[src/rtl/uart_rx_pkg.sv]
package uart_rx_pkg;

  localparam logic [2:0] PAR_NONE  = 3'b000;
  localparam logic [2:0] PAR_ODD   = 3'b001;
  localparam logic [2:0] PAR_EVEN  = 3'b010;
  localparam logic [2:0] PAR_MARK  = 3'b011;
  localparam logic [2:0] PAR_SPACE = 3'b100;

  typedef enum logic [2:0] {
    ST_IDLE,
    ST_START,
    ST_DATA,
    ST_PAR,
    ST_STOP1,
    ST_STOP2
  } rx_state_e;

  function automatic logic par_present(input logic [2:0] sel);
    return (sel == PAR_ODD) || (sel == PAR_EVEN) || (sel == PAR_MARK) || (sel == PAR_SPACE);
  endfunction

  // acc: xor of received data bits, pbit: received parity bit
  function automatic logic par_match(input logic [2:0] sel, input logic acc, input logic pbit);
    logic ok;
    case (sel)
      PAR_ODD:   ok = (acc ^ pbit) == 1'b1;
      PAR_EVEN:  ok = (acc ^ pbit) == 1'b0;
      PAR_MARK:  ok = pbit;
      PAR_SPACE: ok = !pbit;
      default:   ok = 1'b1;
    endcase
    return ok;
  endfunction

endpackage

[src/rtl/uart_rx_sync.sv]
module uart_rx_sync #(
  parameter int unsigned STAGES = 2
) (
  input  logic clk_i,
  input  logic rst_ni,
  input  logic rx_i,
  output logic line_o,
  output logic fall_o
);

  logic [STAGES:0] q;

  for (genvar g = 0; g <= STAGES; g++) begin : g_stage
    if (g == 0) begin : g_first
      always_ff @(posedge clk_i or negedge rst_ni) begin
        if (!rst_ni) q[g] <= 1'b1;
        else         q[g] <= rx_i;
      end
    end else begin : g_next
      always_ff @(posedge clk_i or negedge rst_ni) begin
        if (!rst_ni) q[g] <= 1'b1;
        else         q[g] <= q[g-1];
      end
    end
  end

  assign line_o = q[STAGES-1];
  assign fall_o = q[STAGES] & ~q[STAGES-1];

endmodule

[src/rtl/uart_rx_tick.sv]
module uart_rx_tick #(
  parameter int unsigned DIV_W = 12
) (
  input  logic             clk_i,
  input  logic             rst_ni,
  input  logic             clr_i,
  input  logic [DIV_W-1:0] div_i,
  output logic             tick_o
);

  logic [DIV_W-1:0] cnt;
  logic [DIV_W-1:0] term;

  // divisor 0 behaves as 1
  assign term   = (div_i == '0) ? '0 : div_i - DIV_W'(1);
  assign tick_o = !clr_i && (cnt >= term);

  always_ff @(posedge clk_i or negedge rst_ni) begin
    if (!rst_ni)           cnt <= '0;
    else if (clr_i)        cnt <= '0;
    else if (cnt >= term)  cnt <= '0;
    else                   cnt <= cnt + DIV_W'(1);
  end

endmodule

[src/rtl/uart_rx_frame.sv]
module uart_rx_frame
  import uart_rx_pkg::*;
#(
  parameter int unsigned DATA_W = 8,
  parameter int unsigned OSR    = 16
) (
  input  logic              clk_i,
  input  logic              rst_ni,
  input  logic              line_i,
  input  logic              fall_i,
  input  logic              tick_i,
  input  logic              stop_two_i,
  input  logic              word7_i,
  input  logic [2:0]        parity_sel_i,
  input  logic              fifo_full_i,
  output logic              busy_o,
  output logic              push_o,
  output logic [DATA_W-1:0] data_o,
  output logic              frame_err_o,
  output logic              parity_err_o,
  output logic              overflow_o
);

  localparam int unsigned OSR_W = $clog2(OSR);
  localparam int unsigned BIT_W = $clog2(DATA_W);
  localparam logic [OSR_W-1:0] OS_MID  = OSR_W'(OSR/2 - 1);
  localparam logic [OSR_W-1:0] OS_LAST = OSR_W'(OSR - 1);

  rx_state_e         state;
  logic [OSR_W-1:0]  os_cnt;
  logic [BIT_W-1:0]  bit_idx;
  logic [BIT_W-1:0]  last_idx;
  logic [DATA_W-1:0] shreg;
  logic              par_acc;
  logic              par_bad;
  logic              stop_bad;
  logic              sample;
  logic              mid_hit;
  logic              done;
  logic              done_fe;
  logic              good;

  assign busy_o   = (state != ST_IDLE);
  assign sample   = tick_i && (os_cnt == OS_LAST);
  assign mid_hit  = tick_i && (os_cnt == OS_MID);
  assign last_idx = word7_i ? BIT_W'(DATA_W - 2) : BIT_W'(DATA_W - 1);
  assign done     = sample && ((state == ST_STOP1 && !stop_two_i) || state == ST_STOP2);
  assign done_fe  = stop_bad || !line_i;
  assign good     = done && !done_fe && !par_bad;

  always_ff @(posedge clk_i or negedge rst_ni) begin
    if (!rst_ni) begin
      state    <= ST_IDLE;
      os_cnt   <= '0;
      bit_idx  <= '0;
      shreg    <= '0;
      par_acc  <= 1'b0;
      par_bad  <= 1'b0;
      stop_bad <= 1'b0;
    end else begin
      if (tick_i) os_cnt <= (os_cnt == OS_LAST) ? '0 : os_cnt + OSR_W'(1);
      case (state)
        ST_IDLE: begin
          os_cnt <= '0;
          if (fall_i) begin
            state    <= ST_START;
            bit_idx  <= '0;
            shreg    <= '0;
            par_acc  <= 1'b0;
            par_bad  <= 1'b0;
            stop_bad <= 1'b0;
          end
        end
        ST_START: begin
          if (mid_hit) begin
            os_cnt <= '0;
            state  <= line_i ? ST_IDLE : ST_DATA;
          end
        end
        ST_DATA: begin
          if (sample) begin
            shreg[bit_idx] <= line_i;
            par_acc        <= par_acc ^ line_i;
            if (bit_idx == last_idx) state <= par_present(parity_sel_i) ? ST_PAR : ST_STOP1;
            else                     bit_idx <= bit_idx + BIT_W'(1);
          end
        end
        ST_PAR: begin
          if (sample) begin
            par_bad <= !par_match(parity_sel_i, par_acc, line_i);
            state   <= ST_STOP1;
          end
        end
        ST_STOP1: begin
          if (sample) begin
            stop_bad <= !line_i;
            state    <= stop_two_i ? ST_STOP2 : ST_IDLE;
          end
        end
        ST_STOP2: begin
          if (sample) state <= ST_IDLE;
        end
        default: state <= ST_IDLE;
      endcase
    end
  end

  always_ff @(posedge clk_i or negedge rst_ni) begin
    if (!rst_ni) begin
      push_o       <= 1'b0;
      frame_err_o  <= 1'b0;
      parity_err_o <= 1'b0;
      overflow_o   <= 1'b0;
      data_o       <= '0;
    end else begin
      push_o       <= good && !fifo_full_i;
      overflow_o   <= good && fifo_full_i;
      frame_err_o  <= done && done_fe;
      parity_err_o <= done && !done_fe && par_bad;
      if (good && !fifo_full_i) data_o <= shreg;
    end
  end

endmodule

[src/rtl/uart_rx_core.sv]
module uart_rx_core #(
  parameter int unsigned DIV_W       = 12,
  parameter int unsigned DATA_W      = 8,
  parameter int unsigned OSR         = 16,
  parameter int unsigned SYNC_STAGES = 2
) (
  input  logic              clk_i,
  input  logic              rst_ni,
  input  logic              rx_i,
  input  logic [DIV_W-1:0]  divisor_i,
  input  logic              stop_two_i,
  input  logic              word7_i,
  input  logic [2:0]        parity_sel_i,
  input  logic              fifo_full_i,
  output logic              push_o,
  output logic [DATA_W-1:0] data_o,
  output logic              frame_err_o,
  output logic              parity_err_o,
  output logic              overflow_o
);

  logic line;
  logic fall;
  logic tick;
  logic busy;

  uart_rx_sync #(.STAGES(SYNC_STAGES)) i_sync (
    .clk_i  (clk_i),
    .rst_ni (rst_ni),
    .rx_i   (rx_i),
    .line_o (line),
    .fall_o (fall)
  );

  uart_rx_tick #(.DIV_W(DIV_W)) i_tick (
    .clk_i  (clk_i),
    .rst_ni (rst_ni),
    .clr_i  (!busy),
    .div_i  (divisor_i),
    .tick_o (tick)
  );

  uart_rx_frame #(.DATA_W(DATA_W), .OSR(OSR)) i_frame (
    .clk_i        (clk_i),
    .rst_ni       (rst_ni),
    .line_i       (line),
    .fall_i       (fall),
    .tick_i       (tick),
    .stop_two_i   (stop_two_i),
    .word7_i      (word7_i),
    .parity_sel_i (parity_sel_i),
    .fifo_full_i  (fifo_full_i),
    .busy_o       (busy),
    .push_o       (push_o),
    .data_o       (data_o),
    .frame_err_o  (frame_err_o),
    .parity_err_o (parity_err_o),
    .overflow_o   (overflow_o)
  );

endmodule

[config.mk]
export PLATFORM = sky130hd
export DESIGN_NAME = uart_rx_core
export DESIGN_NICKNAME = d
export VERILOG_FILES = /design/src/rtl/uart_rx_pkg.sv /design/src/rtl/uart_rx_sync.sv /design/src/rtl/uart_rx_tick.sv /design/src/rtl/uart_rx_frame.sv /design/src/rtl/uart_rx_core.sv
export SDC_FILE = /design/constraint.sdc
export NUM_CORES = 1
export LEC_CHECK = 0
export BUFFER_PORTS_ARGS = -buffer_cell sky130_fd_sc_hd__buf_2
export CORE_MARGIN = 4
export CORE_UTILIZATION = 53
export DETAILED_ROUTE_END_ITERATION = 8
export PLACE_DENSITY = 0.76
export SYNTH_ARGS = -nofsm -noshare
export SYNTH_HDL_FRONTEND = slang
export SYNTH_SLANG_ARGS = --single-unit
export TNS_END_PERCENT = 20
[constraint.sdc]
create_clock -name clk_i -period 2.5 [get_ports clk_i]
set_input_delay 0.25 -clock clk_i [delete_from_list [all_inputs] [get_ports clk_i]]
set_output_delay 0.25 -clock clk_i [all_outputs]
set_load 0.01 [all_outputs]
# == Yosys cells after proc, flatten, opt, wreduce, memory -nomap -nowiden ==
# Index checks and enable logic that the tools add are counted.
# classes
n_reduce_logical,34
n_addsub,4
eq_ne,20
n_lt_le_gt_ge,3
muxes,39
n_bitwise,4
# ops
operator,n
$mux W12,3
$mux W3,12
$pmux W3 S6,1
$mux W8,2
$pmux W8 S2,1
$add A12 B1 Y12 const B,1
$eq A3 B2 Y1 const B,4
$ge A12 B12 Y1,1
$logic_and A1 B1 Y1,12
$logic_not A12 Y1,1
$mux W4,3
$ne A2 B1 Y1 const B,6
$sub A12 B1 Y12 const B,1
$eq A3 B3 Y1 const B,3
$reduce_and A3 Y1,3
$bwmux W8,1
$mux W1,8
$pmux W4 S2,1
$reduce_and A7 Y1,1
$eq A3 B1 Y1 const B,2
$logic_not A1 Y1,6
$pmux W1 S2,3
$pmux W3 S2,1
$reduce_bool A2 Y1,3
18 further kinds,24
# totals
reg_bits,48
output_inout_bits,12
wordCells,120

# == Logic depth before layout (Yosys ltp) ==
# depth
word_depth,10
ltp_mapped,15
mapped_depth_nobuf,13

# == By module ==
# A second synthesis with hierarchy kept.
# hier_totals
cells_unflattened,314
hier_area_um2,3010.4
# by_module_without_submodules
module,cells_per_inst,area_per_inst_um2,instances
uart_rx_frame,175,1707.9,1
uart_rx_tick,134,1206.2,1
uart_rx_sync,4,92.6,1
uart_rx_core,1,3.8,1

# == Worst setup path after synthesis ==
# OpenSTA, ideal clock, no wires.
# synth_timing
path_kind,input-to-reg
from,input divisor_i[6]
to,register i_frame.data_o[0]
path_stages,15
slack_ns,-1.131
t_arrival_ns,3.506
path_cell_list,or4_1 -> nor4_1 -> nand2b_1 -> nor2_1 -> nand3_1 -> clkbuf_1 -> and2_1 -> ha_1 -> nand2b_1 -> a2111o_1 -> and4_4 -> nor3_2 -> or4_1 -> buf_6 -> mux2_4
# synth_via
elab_chain_len,9
# synth_rtl
item,line_no,source
from (decl),uart_rx_core.sv:10,"input logic [DIV_W-1:0] divisor_i,"
$sub A12 B1 Y12 / $logic_not A12 Y1 (equally long branches),uart_rx_tick.sv:15,assign term = (div_i == '0) ? '0 : div_i - DIV_W'(1);
$mux W12 (*),uart_rx_tick.sv:15,
$ge A12 B12 Y1 (*),uart_rx_tick.sv:16,assign tick_o = !clr_i && (cnt >= term);
$logic_and A1 B1 Y1 (*),uart_rx_tick.sv:16,
$logic_and A1 B1 Y1 (*),uart_rx_frame.sv:44,assign sample = tick_i && (os_cnt == OS_LAST);
$logic_and A1 B1 Y1 (*),uart_rx_frame.sv:47,assign done = sample && ((state == ST_STOP1 && !stop_two_i) || state == ST_STOP2);
$logic_and A1 B1 Y1 (*) (2 in a row),uart_rx_frame.sv:49,assign good = done && !done_fe && !par_bad;
$logic_and A1 B1 Y1 (*),uart_rx_frame.sv:120,if (good && !fifo_full_i) data_o <= shreg;
to (signal assigned),uart_rx_frame.sv:120,
to (decl),uart_rx_frame.sv:18,"output logic [DATA_W-1:0] data_o,"
# Every way passes the cells marked *; elsewhere a longest branch is shown, timed or not.
# A chain may end at the register's enable or synchronous reset.

# == Final worst setup path ==
# layout_timing
from,input divisor_i[6]
to,register i_frame.data_o[4]
# The elaborated chain is that of the path after synthesis.

==> flow_metrics.tcl <==
set metrics [dict create \
    outcome "finished, violations left" \
    violations "setup timing" \
    relSlewSlack_pct 40.9 \
    cts.sinks 48 \
    cp.arrival_ps 3510 \
    multiInputGateArea_um2 2120 \
    firstDrtPassIters 5 \
    tritoncts "yes" \
    clk_pin_slew_ps 90 \
    drv_slew 0 \
    antenna_found_initial 0 \
    area.sequential_um2 1200 \
    yosysWarningCount 0 \
    synthTopCellsByArea "dfrtp_1 36%, ha_1 6.8%, xor2_1 3.9%" \
    synth_area_leader_cell "dfrtp_1" \
    routed_wl_um 8050 \
    placementRows 27 \
    cpMostUsedCell "or4_4" \
    slowest_stage "or4_4" \
    antenna_cells 0 \
    area_growth_pct 32.1 \
    peakVddDrop_mv 0.495 \
    max-cap-violations 0 \
    rsz0062_at_grt "true" \
    cp_top_family "simple AND/OR/NAND/NOR gates" \
    whs_ps 34.3 \
    ys_ff_latch 48 \
    fin_crit_ps 3330 \
    end_kind "flip-flop" \
    clock_path_buffers 2 \
    syn_area_um2 3130 \
    viasPerCell 5.87 \
    max_stage_delay_ps 550 \
    seq_area_frac_synth_pct 38.5 \
    drive_gt1_share_pct 40.0 \
    ioPinCount 33 \
    wl_met3_um 377 \
    crit_buf_inv 3 \
    worst_pin_slew_ps 881 \
    grt-ovfl-total 0 \
    async_reset_ff_share_pct 100 \
    p_leak_nw 1.92 \
    avgSynthCellArea_um2 9.65 \
    placed_area_um2 3690 \
    ys_types 63 \
    detailed_place_hpwl_um 5310 \
    dieArea_um2 7190 \
    path_max_fanout 8 \
    core_area_um2 5610 \
    fill_cells 395 \
    grt_pass1_wl_um 12800 \
    die_w_um 84.8 \
    p_per_area_nw_per_um2 593 \
    synth-main-ff-cell "dfrtp_1" \
    grt_start_max_net_pins 34 \
    gp_congestion 0.889 \
    critPathKind "input pin to flip-flop" \
    h-tree-depth 2 \
    path_cells "buf_6, or4_4, nor4_4, buf_4, nand3_1, xnor2_2, nand2_1, ha_4, nand4_4, nor3_2, o21a_2, nor3_4, or4_4, buf_8, mux2_4" \
    hold_violations 0 \
    fin_skew_ps 10.1 \
    synth_top_area_share_pct 36.0 \
    postRouteAntennaNets 0 \
    top_layer "met4" \
    fin_setup_tns_ps -28110 \
    wire_per_inst_um 16.9 \
    numCtsBuffers 5 \
    vias 2801 \
    syn-num-nets 362 \
    first_iter_violations 200 \
    fin_nets 442 \
    fmax_mhz 301 \
    finalCritPeriodShare_pct 133 \
    wl_met2_um 4060 \
    synth_edf_count 0 \
    finalSetupViolations 45 \
    design_area_um2 4130 \
    wl_met1_um 3450 \
    start_util_pct 55.8 \
    synth_cells 324 \
    clock_tree.root_cell "clkbuf_8" \
    clk_latency_ps 300 \
    io_buffers 32 \
    hold_class "input pin to flip-flop" \
    critPathRequiredTime_ps 2690 \
    die_h_um 84.8 \
    critPathLaunchType "input pin" \
    worst_slack_ps -827 \
    route.detailed.drc 0 \
    utilization_pct 73.6 \
    grt_pass1_vias 2724 \
    grt.total_usage_pct 21.8 \
]
==> cells by family after synthesis <==
kind of cell | Yosys count | share of synthesized area [%]
DFF | 48 | 38.5
AOI/OAI and AO/OA | 62 | 14.6
and+or+nand+nor | 140 | 25.2
buffers and inverters | 22 | 3.24
adders and majority gates | 17 | 6.80
muxes | 13 | 5.52
xor gates and xnor gates | 22 | 6.16
==> power by group <==
part / leakage [nW] / switching (mW) / total (mW) / internal, mW
Clock: 0.0434 / 0.267 / 0.491 / 0.224
Sequential: 0.636 / 0.138 / 1.02 / 0.884
Combinational: 1.24 / 0.487 / 0.936 / 0.449
Total: 1.92 / 0.891 / 2.45 / 1.56
==> synth_stat cells, types with 3 or more instances <==
cell type and count:
o22ai_1 10, nand2_1 32, nor3b_1 3, nor2_4 8
ha_1 17, mux2_4 8, xor2_1 14, and2_1 5
nand3_1 15, nand2b_1 4, nor3_1 6, a22o_1 8
clkbuf_1 8, nor2_1 29, o21ai_0 5, o21ai_1 4
mux2i_1 3, inv_1 11, dfrtp_1 45, nor3_2 3
xnor2_1 8, and3_1 3, a21oi_1 10, nor4_1 5
dfstp_2 3, nor2_2 3, nor2b_1 8
==> worst reg2reg max path: stages (launching register included) <==
cell and delay, ps:
dfrtp_1 430, ha_4 290, buf_4 100, a21oi_2 60, nor3_2 270, o21a_2 230
nor3_4 60, or4_4 480, buf_8 170, mux2_4 300
==> sequential cells by signal (all words and copies together) (netlist names) <==
| register | flops |
|---|---|
| i_sync.q | 2 |
| i_frame.overflow_o | 1 |
| i_frame.shreg | 8 |
| i_frame.data_o | 8 |
| i_frame.push_o | 1 |
| i_frame.par_bad | 1 |
| i_sync.line_o | 1 |
| i_frame.bit_idx | 3 |
| i_frame.stop_bad | 1 |
| i_tick.cnt | 12 |
| i_frame.parity_err_o | 1 |
| i_frame.os_cnt | 4 |
| i_frame.par_acc | 1 |
| i_frame.state | 3 |
| i_frame.frame_err_o | 1 |
==> placed cells by master (no fill, tap or decap), drive strengths merged, types with 5 or more instances in the layout <==
cell type / Yosys / routed
nor2: 40 / 40
nor4: 5 / 5
a21oi: 10 / 10
nor2b: 8 / 8
xnor2: 8 / 8
o21ai: 9 / 9
ha: 17 / 17
clkbuf: 8 / 6
inv: 11 / 11
a22o: 8 / 8
mux2: 10 / 10
o22ai: 10 / 10
dfrtp: 45 / 45
buf: 3 / 82
nand2: 33 / 33
xor2: 14 / 14
nand3: 15 / 15
nor3: 9 / 9
and2: 5 / 5
==> per-layer routing <==
metal | vias up | global-route usage, %
met1 | 1360 | 27.8
met5 | - | 0
met3 | 18 | 4.66
met4 | 0 | 5.47
li1 | 1333 | -
met2 | 90 | 37.7
==> per-stage QoR <==
step           total power, mW  worst slack (ps)  instances
3_5_place_dp              1.81             -1200        460
6_report                  2.45              -827        477
3_3_place_gp              1.76             -1100        460
2_1_floorplan             1.50              -910        324
5_1_grt                   2.60              -998        477
4_1_cts                   2.40              -724        476
==> layout make-up <==
type	instances	area share (%)
clock inverters	2	0.364
repair buffers	83	13.9
inverters	11	1.00
well taps	72	2.18
flip-flops and latches	48	29.2
clock buffers	6	2.00
multi-input cells	255	51.4
==> worst paths after layout <==
check / from / end / slack (ps) / cells past startpoint
max in group asynchronous: rst_ni / i_sync.q[0]$_DFF_PN1_ / 1350 / 3
setup / recovery: divisor_i[6] / i_frame.data_o[4]$_DFFE_PN0P_ / -830 / 15
hold / removal: rx_i / i_sync.q[0]$_DFF_PN1_ / 30 / 1
setup reg to reg: i_tick.cnt[5]$_DFF_PN0_ / i_frame.data_o[4]$_DFFE_PN0P_ / 0 / 9
hold reg to reg: i_sync.q[0]$_DFF_PN1_ / i_sync.line_o$_DFF_PN1_ / 360 / 0
min in group asynchronous: rst_ni / i_frame.shreg[1]$_DFFE_PN0P_ / 380 / 2
==> repair_timing <==
action | 4_1_cts | 5_1_grt
buffers inserted | 6 | 1
setup endpoints to repair | 45 | 45
endpoints found under the hold margin | 15 | 0
gates resized for setup | 34 | 12
pin swaps | 27 | 5
cloned | 1 | 0
hold buffers | 1 | 0
Power figures use the tool's default switching activity.
